`src/rtl/modem_mode_pkg.sv`:
```
package modem_mode_pkg;
  localparam int unsigned MODE_W = 8;
  localparam int unsigned TASK_W = 4;

  typedef struct packed {
    logic irq_pin_en;   // bit7
    logic inv;          // bit6
    logic tx;           // bit5
    logic scr_en;       // bit4
    logic lock_irq_en;  // bit3
    logic dq_irq_en;    // bit2
    logic adc_en;       // bit1
    logic dac_en;       // bit0
  } mode_t;

  localparam int unsigned N_SCR_TASKS = 5;
  localparam logic [N_SCR_TASKS*TASK_W-1:0] SCR_TASKS =
    {4'h3, 4'h4, 4'h5, 4'h9, 4'hA};
endpackage

```
`src/rtl/modem_mode_reg.sv`:
```
module modem_mode_reg
  import modem_mode_pkg::*;
(
  input  logic              clk_i,
  input  logic              rst_ni,
  input  logic              wr_en_i,
  input  logic [MODE_W-1:0] wr_data_i,
  input  logic              task_busy_i,
  output mode_t             mode_o,
  output logic              to_tx_o,
  output logic              to_rx_o,
  output logic              cancel_o
);
  mode_t mode_q, mode_d;
  logic  dir_flip;

  assign mode_d   = mode_t'(wr_data_i);
  assign dir_flip = wr_en_i && (mode_d.tx != mode_q.tx);
  assign to_tx_o  = dir_flip && mode_d.tx;
  assign to_rx_o  = dir_flip && !mode_d.tx;

  always_ff @(posedge clk_i or negedge rst_ni) begin
    if (!rst_ni) begin
      mode_q   <= '0;
      cancel_o <= 1'b0;
    end else begin
      if (wr_en_i) mode_q <= mode_d;
      cancel_o <= dir_flip && task_busy_i;
    end
  end

  assign mode_o = mode_q;
endmodule

```
`src/rtl/modem_settle_timer.sv`:
```
module modem_settle_timer #(
  parameter int unsigned SETTLE_TICKS = 2
) (
  input  logic clk_i,
  input  logic rst_ni,
  input  logic arm_i,
  input  logic clear_i,
  input  logic tick_i,
  output logic ready_o
);
  localparam int unsigned CNT_W = $clog2(SETTLE_TICKS + 1);
  logic [CNT_W-1:0] cnt_q;

  always_ff @(posedge clk_i or negedge rst_ni) begin
    if (!rst_ni)                     cnt_q <= '0;
    else if (arm_i)                  cnt_q <= CNT_W'(SETTLE_TICKS);
    else if (clear_i)                cnt_q <= '0;
    else if (tick_i && cnt_q != '0)  cnt_q <= cnt_q - 1'b1;
  end

  assign ready_o = (cnt_q == '0);
endmodule

```
`src/rtl/modem_irq_status.sv`:
```
module modem_irq_status
  import modem_mode_pkg::*;
(
  input  logic  clk_i,
  input  logic  rst_ni,
  input  mode_t mode_i,
  input  logic  dq_new_i,
  input  logic  lock_lost_i,
  input  logic  clr_i,
  output logic  irq_o,
  output logic  dqrdy_o,
  output logic  lock_o,
  output logic  pin_no
);
  logic dq_set, lock_set;

  // data-quality source is masked in transmit
  assign dq_set   = dq_new_i && mode_i.dq_irq_en && !mode_i.tx;
  assign lock_set = lock_lost_i && mode_i.lock_irq_en;

  always_ff @(posedge clk_i or negedge rst_ni) begin
    if (!rst_ni) begin
      irq_o   <= 1'b0;
      dqrdy_o <= 1'b0;
      lock_o  <= 1'b0;
    end else begin
      irq_o   <= dq_set || lock_set || (irq_o && !clr_i);
      dqrdy_o <= dq_set || (dqrdy_o && !clr_i);
      lock_o  <= lock_set || (lock_o && !clr_i);
    end
  end

  assign pin_no = !(irq_o && mode_i.irq_pin_en);
endmodule

```
`src/rtl/modem_scr_gate.sv`:
```
module modem_scr_gate
  import modem_mode_pkg::*;
(
  input  logic              scr_bit_i,
  input  logic [TASK_W-1:0] task_code_i,
  output logic              scr_en_o,
  output logic              scr_rst_o
);
  logic [N_SCR_TASKS-1:0] hit;

  for (genvar g = 0; g < N_SCR_TASKS; g++) begin : g_match
    assign hit[g] = (task_code_i == SCR_TASKS[g*TASK_W +: TASK_W]);
  end

  assign scr_en_o  = scr_bit_i && (|hit);
  assign scr_rst_o = !scr_en_o;
endmodule

```
`src/rtl/modem_mode_ctrl.sv`:
```
module modem_mode_ctrl
  import modem_mode_pkg::*;
#(
  parameter int unsigned SETTLE_TICKS = 2
) (
  input  logic              clk_i,
  input  logic              rst_ni,
  input  logic              wr_en_i,
  input  logic [MODE_W-1:0] wr_data_i,
  input  logic [TASK_W-1:0] task_code_i,
  input  logic              task_busy_i,
  input  logic              bit_tick_i,
  input  logic              dq_new_i,
  input  logic              lock_lost_i,
  input  logic              stat_clr_i,
  output logic              irq_no,
  output logic              stat_irq_o,
  output logic              stat_dqrdy_o,
  output logic              stat_lock_lost_o,
  output logic              task_cancel_o,
  output logic              scr_en_o,
  output logic              scr_rst_o,
  output logic              data_inv_o,
  output logic              tx_sel_o,
  output logic              adc_en_o,
  output logic              dac_en_o,
  output logic              task_ready_o
);
  mode_t mode;
  logic  to_tx, to_rx;

  modem_mode_reg u_reg (
    .clk_i, .rst_ni, .wr_en_i, .wr_data_i, .task_busy_i,
    .mode_o(mode), .to_tx_o(to_tx), .to_rx_o(to_rx), .cancel_o(task_cancel_o)
  );

  modem_settle_timer #(.SETTLE_TICKS(SETTLE_TICKS)) u_settle (
    .clk_i, .rst_ni, .arm_i(to_tx), .clear_i(to_rx),
    .tick_i(bit_tick_i), .ready_o(task_ready_o)
  );

  modem_irq_status u_irq (
    .clk_i, .rst_ni, .mode_i(mode), .dq_new_i, .lock_lost_i, .clr_i(stat_clr_i),
    .irq_o(stat_irq_o), .dqrdy_o(stat_dqrdy_o), .lock_o(stat_lock_lost_o),
    .pin_no(irq_no)
  );

  modem_scr_gate u_scr (
    .scr_bit_i(mode.scr_en), .task_code_i, .scr_en_o, .scr_rst_o
  );

  assign data_inv_o = mode.inv;
  assign tx_sel_o   = mode.tx;
  assign adc_en_o   = mode.adc_en;
  assign dac_en_o   = mode.dac_en;
endmodule

```
`config.mk`:
```
export PLATFORM = sky130hd
export DESIGN_NAME = modem_mode_ctrl
export DESIGN_NICKNAME = d
export VERILOG_FILES = /design/src/rtl/modem_mode_pkg.sv /design/src/rtl/modem_mode_reg.sv /design/src/rtl/modem_settle_timer.sv /design/src/rtl/modem_irq_status.sv /design/src/rtl/modem_scr_gate.sv /design/src/rtl/modem_mode_ctrl.sv
export SDC_FILE = /design/constraint.sdc
export NUM_CORES = 1
export LEC_CHECK = 0
export BUFFER_PORTS_ARGS = -buffer_cell sky130_fd_sc_hd__buf_2
export CAP_MARGIN = 20
export CORE_MARGIN = 8
export CORE_UTILIZATION = 43
export DETAILED_ROUTE_END_ITERATION = 16
export PLACE_DENSITY = 0.75
export SYNTH_ARGS = -nofsm -noshare
export SYNTH_HDL_FRONTEND = slang
export SYNTH_HIERARCHICAL = 1
export SYNTH_SLANG_ARGS = --single-unit
export TNS_END_PERCENT = 100
```
`constraint.sdc`:
```
create_clock -name clk_i -period 1.3 [get_ports clk_i]
set_input_delay 0.26 -clock clk_i [delete_from_list [all_inputs] [get_ports clk_i]]
set_output_delay 0.26 -clock clk_i [all_outputs]
set_load 0.005 [all_outputs]
```
Yosys cells after proc, flatten, opt, wreduce, memory -nomap -nowiden
Index checks and enable logic that the tools add are counted.
Widths: inputs -> output; s select.
{"block": "totals", "input_bits": 20, "ff_bits": 14}
{"block": "op_classes", "n_mux": 3, "n_addsub": 1, "n_reduce_logical": 26, "n_eq_ne": 6}
{"operator": "$logic_and 1x1->1", "n": 13}
{"operator": "$eq 4x3->1 const B", "n": 2}
{"operator": "$eq 4x4->1 const B", "n": 2}
{"operator": "$mux 2", "n": 3}
{"operator": "$logic_not 1->1", "n": 5}
{"operator": "$reduce_or 5->1", "n": 1}
{"operator": "$eq 4x2->1 const B", "n": 1}
{"operator": "$logic_or 1x1->1", "n": 4}
{"operator": "$reduce_bool 3->1", "n": 1}
{"operator": "$logic_not 2->1", "n": 1}
{"operator": "$reduce_bool 2->1", "n": 1}
{"operator": "$sub 2x1->2 const B", "n": 1}
{"operator": "$ne 1x1->1", "n": 1}

Depth between registers and ports, before layout
Gate-level depths: netlist of the first run.
{"block": "logic_depth", "ltp_word": 5, "mapped_depth": 5}

Modules after synthesis
The synthesis of the first run kept the hierarchy.
{"mod": "modem_mode_reg", "cells_per_inst": 24, "instances": 1, "seq_area_each_um2": 225.2, "area_each_um2": 382.9}
{"mod": "modem_irq_status", "cells_per_inst": 12, "instances": 1, "seq_area_each_um2": 75.1, "area_each_um2": 118.9}
{"mod": "modem_settle_timer", "cells_per_inst": 11, "instances": 1, "seq_area_each_um2": 50.0, "area_each_um2": 115.1}
{"mod": "modem_scr_gate", "cells_per_inst": 7, "instances": 1, "seq_area_each_um2": 0.0, "area_each_um2": 53.8}

Least setup slack after synthesis of the first run
Ideal clock, no wire load.
{"block": "synth_path", "kind": "reg2reg", "start": "register u_settle.cnt_q[0]", "end": "register u_settle.cnt_q[1]", "t_required_ps": 1176, "slack_ps": 127, "t_arrival_ps": 1049, "path_stages_with_launch": 6, "cell_sequence": "dfrtp_1 -> inv_1 -> ha_1 -> nor2b_4 -> nor3_1 -> a211o_1"}
{"block": "synth_via", "elab_chain_len": 4, "elab_cells_between_ends": 7, "cone_classes": "1 x add/sub; 3 x mux; 3 x reduce/logical"}
{"item": "from (decl)", "line": "modem_settle_timer.sv:12", "rtl": "logic [CNT_W-1:0] cnt_q;"}
{"item": "from (signal assigned)", "line": "modem_settle_timer.sv:16", "rtl": "else if (arm_i) cnt_q <= CNT_W'(SETTLE_TICKS);"}
{"item": "from (signal assigned)", "line": "modem_settle_timer.sv:18", "rtl": "else if (tick_i && cnt_q != '0) cnt_q <= cnt_q - 1'b1;"}
{"item": "$sub 2x1->2", "line": "modem_settle_timer.sv:18"}
{"item": "$mux 2", "line": "modem_settle_timer.sv:18"}
{"item": "$mux 2", "line": "modem_settle_timer.sv:17", "rtl": "else if (clear_i) cnt_q <= '0;"}
{"item": "$mux 2", "line": "modem_settle_timer.sv:16"}
Several ways; a longest one is shown, not always the timed one. The select of a mux whose other input is x is not followed.
A chain may end at the register's enable or synchronous reset.

Worst setup path after layout of the first run
{"block": "layout_path", "start": "register u_settle.cnt_q[0]", "end": "output port task_ready_o"}
{"block": "layout_via", "elab_chain_len": 1}
{"item": "$logic_not 2->1", "line": "modem_settle_timer.sv:21", "rtl": "assign ready_o = (cnt_q == '0);"}
{"item": "to (decl)", "line": "modem_mode_ctrl.sv:27", "rtl": "output logic task_ready_o"}
Every way passes these cells.

==> metrics.md, run 1 <==
| Metric | Value |
|---|---|
| Slowest-stage cell, CP | sky130_fd_sc_hd__dfrtp_1 |
| Multiplexer share of the synthesized area | 15.1% |
| Max frequency | just under 800 MHz |
| Number of diodes | 0 |
| Nets | roughly 120 |
| Detail-routed net length per standard cell | 14.3 µm |
| Synth Cell Area | between 600 and 700 µm² |
| Total track usage | between 10% and 20% |
| Setup slack of the critical path after layout | -0.00143 ns |
| Critical path startpoint | u_settle/cnt_q[0] |
| Number of setup violations in the final report | 1 |
| Layout cell share with drive strength beyond 1 | 55.9% |
| Number of sinks driven by the clock tree | 14 |
| Pins Over Slew Limit | 0 |
| Sequential share of the synthesized area | a little over half |
| Leakage power total | between 0.4 and 0.5 nW |
| Via count of the first global-routing pass | slightly below 600 |
| Seq pwr share | roughly 43% |
| Critical path cell sequence | inv_1, ha_2, buf_2 |
| Crit share post-route | 100% |
| Worst ir drop on vdd | between 0.7 and 0.8 mV |
| Vias/cell | roughly 5.0 |
| Max incr delay on CP | roughly 0.39 ns |
| Horizontal die dimension | 55.5 µm |
| Sum Neg Setup Slack | -0.00143 ns |
| Wire length reported by the detailed router | between 1500 and 2000 µm |
| Library cell with the highest instance count after synthesis | sky130_fd_sc_hd__dfrtp_1 |
| Routability-driven placement congestion ratio | approximately 0.79 |
| # port buffers | 31 |
| Net switching power | around 340 µW |
| CTS Root Buffer Type | sky130_fd_sc_hd__clkbuf_4 |
| Share of synthesized flip-flops with an asynchronous set or reset | 100% |
| Sw frac | 27.3% |
| Transition time at the pin with the least slew margin | 0.346 ns |
| Clock latency reported for the late side of the worst-skew pair | around 0.28 ns |
| Seq cells post-synth | 14 |
| Buffering stage count on the worst path with inverters included | 2 |
| Data required time at the worst endpoint | 1.04 ns |
| Area share of the largest cell type after synthesis | 52.2% |
| Dominant combinational cell family by area after synthesis | simple AND/OR/NAND/NOR gates |
| Share of total power in the clock network | between 20% and 30% |
| Synth Area in Adders | about 1.9% |
| Number of buffers between clock root and the deepest sink | 2 |
| Post-Synth XOR/XNOR Area | around 4% |
| Nature of the critical path startpoint | flop |
| Result of the run | finished with violations |
| Top flip-flop cell by instance count after synthesis | sky130_fd_sc_hd__dfrtp_1 |
| FP Rows | 14 |
| GR Overflow Total | 0 |
| Path type of the worst min-delay path | input pin to flop |
| Power Density | 1350 mW/mm² |
| Total via count after detailed routing | ~540 |
| Number of different library cells in the post-synthesis netlist | 22 |
| Top Ports | 32 |
| Internal power | 905 µW |
| Unrepaired setup endpoints after global routing | yes |
| Finished Layout Cells | ~110 |
| Gate count of the mapped netlist | 54 |
| Arrival @ worst endpoint | roughly 1.0 ns |
| Clock tree from TritonCTS | built |
| Library cell occupying the most area in the post-synthesis netlist | sky130_fd_sc_hd__dfrtp_1 |
| Initial DRC Count | 9 |
| Headroom to the max-slew limit | just under 80% |
| Chip Height | approximately 55 µm |
| Clock skew after layout | approximately 0.0057 ns |
| Maxcap violations | 0 |
| Ranking of synthesized cells by area | sky130_fd_sc_hd__dfrtp_1 (52%), sky130_fd_sc_hd__mux2_4 (13%), sky130_fd_sc_hd__nor3b_2 (3.7%), sky130_fd_sc_hd__inv_1 (2.8%), sky130_fd_sc_hd__xnor2_1 (2.6%) |
| Pin count of the biggest net entering global routing | 15 |
| Die Outline Area | 0.00308 mm² |
| Reg-to-Reg Start | u_settle/cnt_q[0] |
| Clock-pin slew reported for the worst setup and hold paths after clock tree synthesis | ~0.08 ns |
| Number of buffers inserted during clock tree synthesis | 3 |
| Failing checks | setup timing |
| Effective utilization at floorplan | a little under half |
| Final std cell area, no fill | 921 µm² |
| Highest net fanout along the worst path | 2 |
| Number of antenna violations at the first check in global routing | 0 |
| Share of total power in combinational logic | between 30 and 40% |
| Placed wire-length estimate after detailed placement | about 1300 µm |
| Total iterations of the first detailed-routing run | 3 |
| Area after DPL | ~850 µm² |
| Detail Route Antenna Nets | 0 |
| Simple-gate share of the synthesized area | around 16% |
| Kind of cell with the highest combined delay on the critical path | flip-flops |
| Number of hold violations in the final report | 0 |
| Setup CP Type | flop to primary output |
| Post-detailed-route DRC marker count | 0 |
| Post-synthesis compound-gate area fraction | under 10% |
| Placed cells | 102 |
| Time the worst path needs with I/O delays and setup | roughly 1.3 ns |
| Total nets after synthesis | 75 |
| Launch instance of the worst min-delay path | stat_clr_i |
| Cell types with the highest counts after synthesis | sky130_fd_sc_hd__dfrtp_1 (14), sky130_fd_sc_hd__mux2_4 (6), sky130_fd_sc_hd__inv_1 (5), sky130_fd_sc_hd__nand2_1 (4) |
| Yosys warns | 6 |
| Syn-to-layout area delta | 37.3% |
| Mean cell area of the mapped netlist | 12.4 µm² |
| Layout fillers | approximately 140 |
| Critical path capture point type | primary output |
| First-pass GRT wire length | 2660 µm |
| Placeable core region | 0.00149 mm² |
| H-tree level count | 1 |
| Post-synth EDFFs | 0 |
-- stage by stage --
step | worst slack [ns] | hold slack, ns | util (%) | power [mW]
finish | -0.00143 | 0.205 | 61.8 | 1.24
global placement | 0.0446 | 0.163 | 57.1 | 0.879
CTS | -0.000218 | 0.201 | 61.3 | 1.24
global route | -0.0493 | 0.193 | 61.8 | 1.34
floorplan | 0.127 | -0.0356 | - | 0.764
detailed placement | -0.00164 | 0.172 | 57.1 | 0.898
-- final cells by class --
type | count | area (µm²) | area share [%]
clock buffers | 4 | 36.3 | 3.94
inverters | 5 | 18.8 | 2.04
multi-input cells | 34 | 300 | 32.6
flip-flops and latches | 14 | 350 | 38.0
well taps | 16 | 20.0 | 2.17
repair buffers | 36 | 195 | 21.2
-- kinds of logic after synthesis --
| group | after synthesis |
|---|---|
| fa+ha+maj | 1 |
| xor+xnor | 3 |
| compound gates | 6 |
| simple gates | 17 |
| buf+inv | 6 |
| mux | 7 |
| flops | 14 |
-- path summary, 6_finish.rpt --
kind,end,slack (ns),depth (start not counted)
worst max-delay path,task_ready_o,-0.001,3
worst min-delay path,u_irq/dqrdy_o,0.20,2
worst max register to register,u_settle/cnt_q[1],0.13,5
worst min register to register,u_reg/mode_o[6],0.52,1
max in group asynchronous,u_reg/mode_o[5],0.68,2
min in group asynchronous,u_reg/cancel_o,0.39,2
-- placed cells by master (no fill, tap or decap) --
cell / count
sky130_fd_sc_hd__xnor2_1: 1
sky130_fd_sc_hd__a211o_1: 1
sky130_fd_sc_hd__xnor2_2: 1
sky130_fd_sc_hd__nor3b_2: 2
sky130_fd_sc_hd__inv_1: 5
sky130_fd_sc_hd__mux2_4: 6
sky130_fd_sc_hd__ha_2: 1
sky130_fd_sc_hd__nor2b_4: 1
sky130_fd_sc_hd__nor3_1: 3
sky130_fd_sc_hd__nand2b_1: 1
sky130_fd_sc_hd__nand3_1: 1
sky130_fd_sc_hd__and3_2: 1
sky130_fd_sc_hd__nand3b_1: 1
sky130_fd_sc_hd__dlygate4sd3_1: 1
sky130_fd_sc_hd__buf_4: 4
sky130_fd_sc_hd__o31a_1: 1
sky130_fd_sc_hd__nand2_1: 4
sky130_fd_sc_hd__nor3b_1: 1
sky130_fd_sc_hd__clkbuf_8: 1
sky130_fd_sc_hd__clkbuf_4: 3
sky130_fd_sc_hd__mux2_2: 1
sky130_fd_sc_hd__o31ai_1: 1
sky130_fd_sc_hd__buf_2: 31
sky130_fd_sc_hd__o21ai_0: 3
sky130_fd_sc_hd__dfrtp_1: 14
sky130_fd_sc_hd__nor2_1: 2
sky130_fd_sc_hd__xor2_1: 1
-- repair_timing --
item,in CTS,in global routing
pin swaps,0,3
endpoints found under the hold margin,14,0
gates resized for setup,2,0
setup endpoints to repair,2,2
hold buffers,1,0
setup buffers,1,1
-- power groups by stage --
stage / sequential [mW] / clock [mW] / combinational [mW]
floorplan: 0.548 / 0 / 0.216
global placement: 0.545 / 0 / 0.334
detailed placement: 0.547 / 0 / 0.351
CTS: 0.536 / 0.318 / 0.387
global route: 0.545 / 0.338 / 0.454
finish: 0.538 / 0.303 / 0.403
-- sequential cells by signal, indices dropped and copies added, names as in the netlist --
| name | cells |
|---|---|
| u_reg/mode_o | 8 |
| u_settle/cnt_q | 2 |
| u_irq/dqrdy_o | 1 |
| u_irq/irq_o | 1 |
| u_irq/lock_o | 1 |
| u_reg/cancel_o | 1 |
-- worst reg2reg max path, stage by stage, from the launching register on --
cell and delay (ns):
sky130_fd_sc_hd__dfrtp_1 0.36, sky130_fd_sc_hd__inv_1 0.05, sky130_fd_sc_hd__ha_2 0.19, sky130_fd_sc_hd__nor2b_4 0.14
sky130_fd_sc_hd__nor3_1 0.05, sky130_fd_sc_hd__a211o_1 0.27
-- routing by layer --
metal  global-route usage, %  vias to the layer above  part of all wire, %
met2                    17.9                       22                   53
met5                       0                        -                    0
li1                        -                      261                    -
met3                    6.16                        2                  9.0
met1                    10.4                      257                   38
met4                    2.11                        0                 0.26
No activity file was read; power rests on OpenSTA's default activity.
==> run 2, diff against run 1 <==
- ABC_AREA: unset -> 1
- CORE_UTILIZATION: 43 -> 35
- PLACE_DENSITY: 0.75 -> 0.69
==> run 2 against run 1 <==
Effect of this change:
- the flow now finishes without violations
- sequential power up 1%
- clock skew down 0.0047 ns
- final cell count up 41%
- flip-flop and latch count is the same
- hold slack worse by 0.014 ns
- global-route usage shrank 1.2 points
- highest routed layer unchanged
- combinational power is 3% higher
==> metrics.md, run 2 <==
| Metric | Value |
|---|---|
| Max frequency | 786 MHz (+2.2%) |
| Peak-usage layer in the global routing report | met2 |
| Total nets after synthesis | 112 (+49%) |
| Clock latency reported for the late side of the worst-skew pair | 0.27 ns (about the same) |
| Gate count of the mapped netlist | 91 (+69%) |
| Clock skew after layout | 0.000998 ns (-0.00466 ns) |
| Pins Over Slew Limit | 0 (unchanged) |
| Detail Route Antenna Nets | 0 (unchanged) |
| Crit share post-route | 97.9% (-2.2 points) |
| Routability-driven placement congestion ratio | 0.700 (-12%) |
| Net switching power | 387 µW (+14%) |
| Number of diodes | 0 (unchanged) |
| Launch instance of the worst min-delay path | wr_data_i[1] |
| Via count of the first global-routing pass | 688 (+17%) |
| Reg2reg path depth | 6 (+1) |
| Internal power | 820 µW (-9.4%) |
| Library cell occupying the most area in the post-synthesis netlist | sky130_fd_sc_hd__dfrtp_1 |
| Sequential share of the synthesized area | 46.7% (-5.6 points) |
| Top Ports | 32 (unchanged) |
| Syn-to-layout area delta | 29.5% |
| Met3 Use GR | 2.33% (-3.8 points) |
| Clock-pin slew reported for the worst setup and hold paths after clock tree synthesis | 0.08 ns (about the same) |
| Share of total power in the clock network | 20.2% (-4.2 points) |
| Endpoint, Worst Hold | u_reg/mode_o[1] |
| Number of hold violations in the final report | 0 (unchanged) |
| Layout cell share with drive strength beyond 1 | 44.1% (-12 points) |
| Share of synthesized flip-flops with an asynchronous set or reset | 100% (unchanged) |
| Slack of the worst reg-to-reg path | 0.23 ns (+0.10 ns) |
| Clock tree from TritonCTS | built |
| Nets | 150 (+30%) |
| Most frequent cells in the layout | sky130_fd_sc_hd__buf_2 (30), sky130_fd_sc_hd__nand2_1 (23), sky130_fd_sc_hd__inv_1 (17), sky130_fd_sc_hd__dfrtp_1 (14), sky130_fd_sc_hd__o21ai_0 (7) |
| Grt met1 use | 10.6% (+0.12 points) |
| Mean cell area of the mapped netlist | 8.25 µm² (-34%) |
| Placeable core region | 0.00200 mm² (+34%) |
| Critical path startpoint | u_settle/cnt_q[0] |
| Number of buffers inserted during clock tree synthesis | 3 (unchanged) |
| Buffering stage count on the worst path with inverters included | 2 (unchanged) |
| Placed wire-length estimate after detailed placement | 1400 µm (+11%) |
| Hold slack final | 0.191 ns (-0.0136 ns) |
| Worst ir drop on vdd | 0.527 mV (-33%) |
| Post-detailed-route DRC marker count | 0 (unchanged) |
| Pin count of the biggest net entering global routing | 15 (unchanged) |
| Critical path cell sequence | inv_1, ha_2, buf_6 |
| Yosys warns | 6 (unchanged) |
| Data required time at the worst endpoint | 1.04 ns (about the same) |
| Seq cells post-synth | 14 (unchanged) |
| Arrival @ worst endpoint | 1.01 ns (-0.03 ns) |
| FP Rows | 16 (+2) |
| Number of antenna violations at the first check in global routing | 0 (unchanged) |
| CTS Root Buffer Type | sky130_fd_sc_hd__clkbuf_4 |
| Maxcap violations | 0 (unchanged) |
| Leakage power total | 0.581 nW (+18%) |
| Time the worst path needs with I/O delays and setup | 1.27 ns (-0.0286 ns) |
| Headroom to the max-slew limit | 78.2% (+1.3 points) |
| Post-synth EDFFs | 0 (unchanged) |
| Kind of cell with the highest combined delay on the critical path | flip-flops |
| Chip Height | 62.3 µm (+12%) |
| GR met2 Demand/Resource | 14.0% (-4.0 points) |
| Result of the run | complete, no violations |
| Total via count after detailed routing | 686 (+27%) |
| Initial DRC Count | 24 (+15) |
| Total track usage | 9.23% (-1.2 points) |
| Library cell with the highest instance count after synthesis | sky130_fd_sc_hd__nand2_1 |
| Reg-to-Reg Start | u_reg/mode_o[5] |
| Sum Neg Setup Slack | 0 ns (+0.00143 ns) |
| Hold Path Stages | 3 (+1) |
| Ranking of synthesized cells by area | sky130_fd_sc_hd__dfrtp_1 (47%), sky130_fd_sc_hd__nand2_1 (12%), sky130_fd_sc_hd__inv_1 (8.5%), sky130_fd_sc_hd__o21ai_0 (4.7%), sky130_fd_sc_hd__nand2_2 (4.2%) |
| Number of sinks driven by the clock tree | 14 (unchanged) |
| Transition time at the pin with the least slew margin | 0.327 ns (-0.0188 ns) |
| GR Overflow Total | 0 (unchanged) |
| Power Density | 1240 mW/mm² (-8.1%) |
| Most common cell after layout, fill and taps aside | sky130_fd_sc_hd__buf_2 |
| Sw frac | 32.1% (+4.8 points) |
| Wire length reported by the detailed router | 1740 µm (+11%) |
| Total iterations of the first detailed-routing run | 4 (+1) |
| Number of flip-flops under the largest register name | 8 (unchanged) |
| Detail-routed net length per standard cell | 11.3 µm (-21%) |
| Slowest-stage cell, CP | sky130_fd_sc_hd__dfrtp_1 |
| Number of different library cells in the post-synthesis netlist | 18 (-18%) |
| Max incr delay on CP | 0.40 ns (about the same) |
| First-pass GRT wire length | 2950 µm (+11%) |
| Horizontal die dimension | 62.3 µm (+12%) |
| Nature of the critical path startpoint | flop |
| Effective utilization at floorplan | 37.5% (-7.5 points) |
| Share of total power in combinational logic | 34.6% (+2.2 points) |
| Finished Layout Cells | 154 (+41%) |
| Unrepaired setup endpoints after global routing | yes |
| Placed cells | 148 (+45%) |
| Path type of the worst min-delay path | input pin to flop |
| Critical register-to-register path endpoint | u_settle/cnt_q[1] |
| Area share of the largest cell type after synthesis | 46.7% (-5.6 points) |
| Critical path capture point type | primary output |
| H-tree level count | 1 (unchanged) |
| Setup CP Type | flop to primary output |
| # port buffers | 31 (unchanged) |
| Die Outline Area | 0.00388 mm² (+26%) |
| Highest net fanout along the worst path | 2 (unchanged) |
| Number of setup violations in the final report | 0 (-1) |
| Seq pwr share | 45.2% (+2.0 points) |
| Vias/cell | 4.45 (-10%) |
| Synth Cell Area | 751 µm² (+12%) |
| Cell types with the highest counts after synthesis | sky130_fd_sc_hd__nand2_1 (23), sky130_fd_sc_hd__inv_1 (17), sky130_fd_sc_hd__dfrtp_1 (14), sky130_fd_sc_hd__o21ai_0 (7) |
| Top flip-flop cell by instance count after synthesis | sky130_fd_sc_hd__dfrtp_1 |
| Number of buffers between clock root and the deepest sink | 2 (unchanged) |
run 2: repair_timing:
action | 4_1_cts | 5_1_grt
gates cloned | 0 | 0
buffers inserted | 1 | 1
hold buffers | 1 | 0
endpoints found under the setup margin | 1 | 1
resized for setup | 0 | 2
endpoints found under the hold margin | 14 | 0
pin swaps | 0 | 1
run 2: metrics by stage:
step                util [%]  total power [mW]  area (µm²)  setup WS (ns)
global route            48.6              1.31         972        -0.0254
floorplan                  -             0.763         751          0.291
CTS                     47.8              1.16         956        0.00695
detailed placement      45.8             0.890         916          0.207
global placement        45.8             0.870         916          0.245
finish                  48.6              1.21         972         0.0272
run 2: how the worst max path moves through the flow:
stage | end | slack [ns] | cells after the start
6_report | task_ready_o | 0.03 | 3
5_1_grt | task_ready_o | -0.03 | 3
4_1_cts | task_ready_o | 0.007 | 3
3_5_place_dp | scr_en_o | 0.21 | 7
3_3_place_gp | scr_en_o | 0.24 | 7
2_1_floorplan | u_settle/cnt_q[1] | 0.29 | 8
run 2: cell families (layout without fill, tap and decap cells):
kind of cell / Yosys count / count (layout) / share of synthesized area (%)
adder cells (fa/ha/maj): 1 / 1 / 1.67
flip-flops: 14 / 14 / 46.7
buffers and inverters: 24 / 60 / 15.2
AO/OA/AOI/OAI: 10 / 10 / 7.50
AND/OR/NAND/NOR: 42 / 42 / 29.0
run 2: worst reg2reg max path: stages, from the launching register on:
cell                      delay (ns)
sky130_fd_sc_hd__dfrtp_1        0.46
sky130_fd_sc_hd__nand3_1        0.11
sky130_fd_sc_hd__inv_1          0.06
sky130_fd_sc_hd__nor2_2         0.15
sky130_fd_sc_hd__nand2_1        0.07
sky130_fd_sc_hd__nand2_1        0.07
sky130_fd_sc_hd__nand2_1        0.05
run 2: cell type report:
cell class / count / area [µm²]
repair buffers: 35 / 194
flip-flops and latches: 14 / 350
multi-input cells: 53 / 289
well taps: 27 / 33.8
fillers: 207 / 1030
inverters: 22 / 82.6
clock buffers: 3 / 22.5
run 2: layer usage:
layer,part of all wire (%),wire (µm)
met1,43,743
met2,49,843
met3,5.4,94
met4,3.1,54
met5,0,0
run 2: power by group through the flow:
stage	Combinational, mW	Clock (mW)	Sequential (mW)
global route	0.487	0.272	0.554
detailed placement	0.334	0	0.556
floorplan	0.214	0	0.549
finish	0.417	0.244	0.545
global placement	0.318	0	0.551
CTS	0.360	0.256	0.547
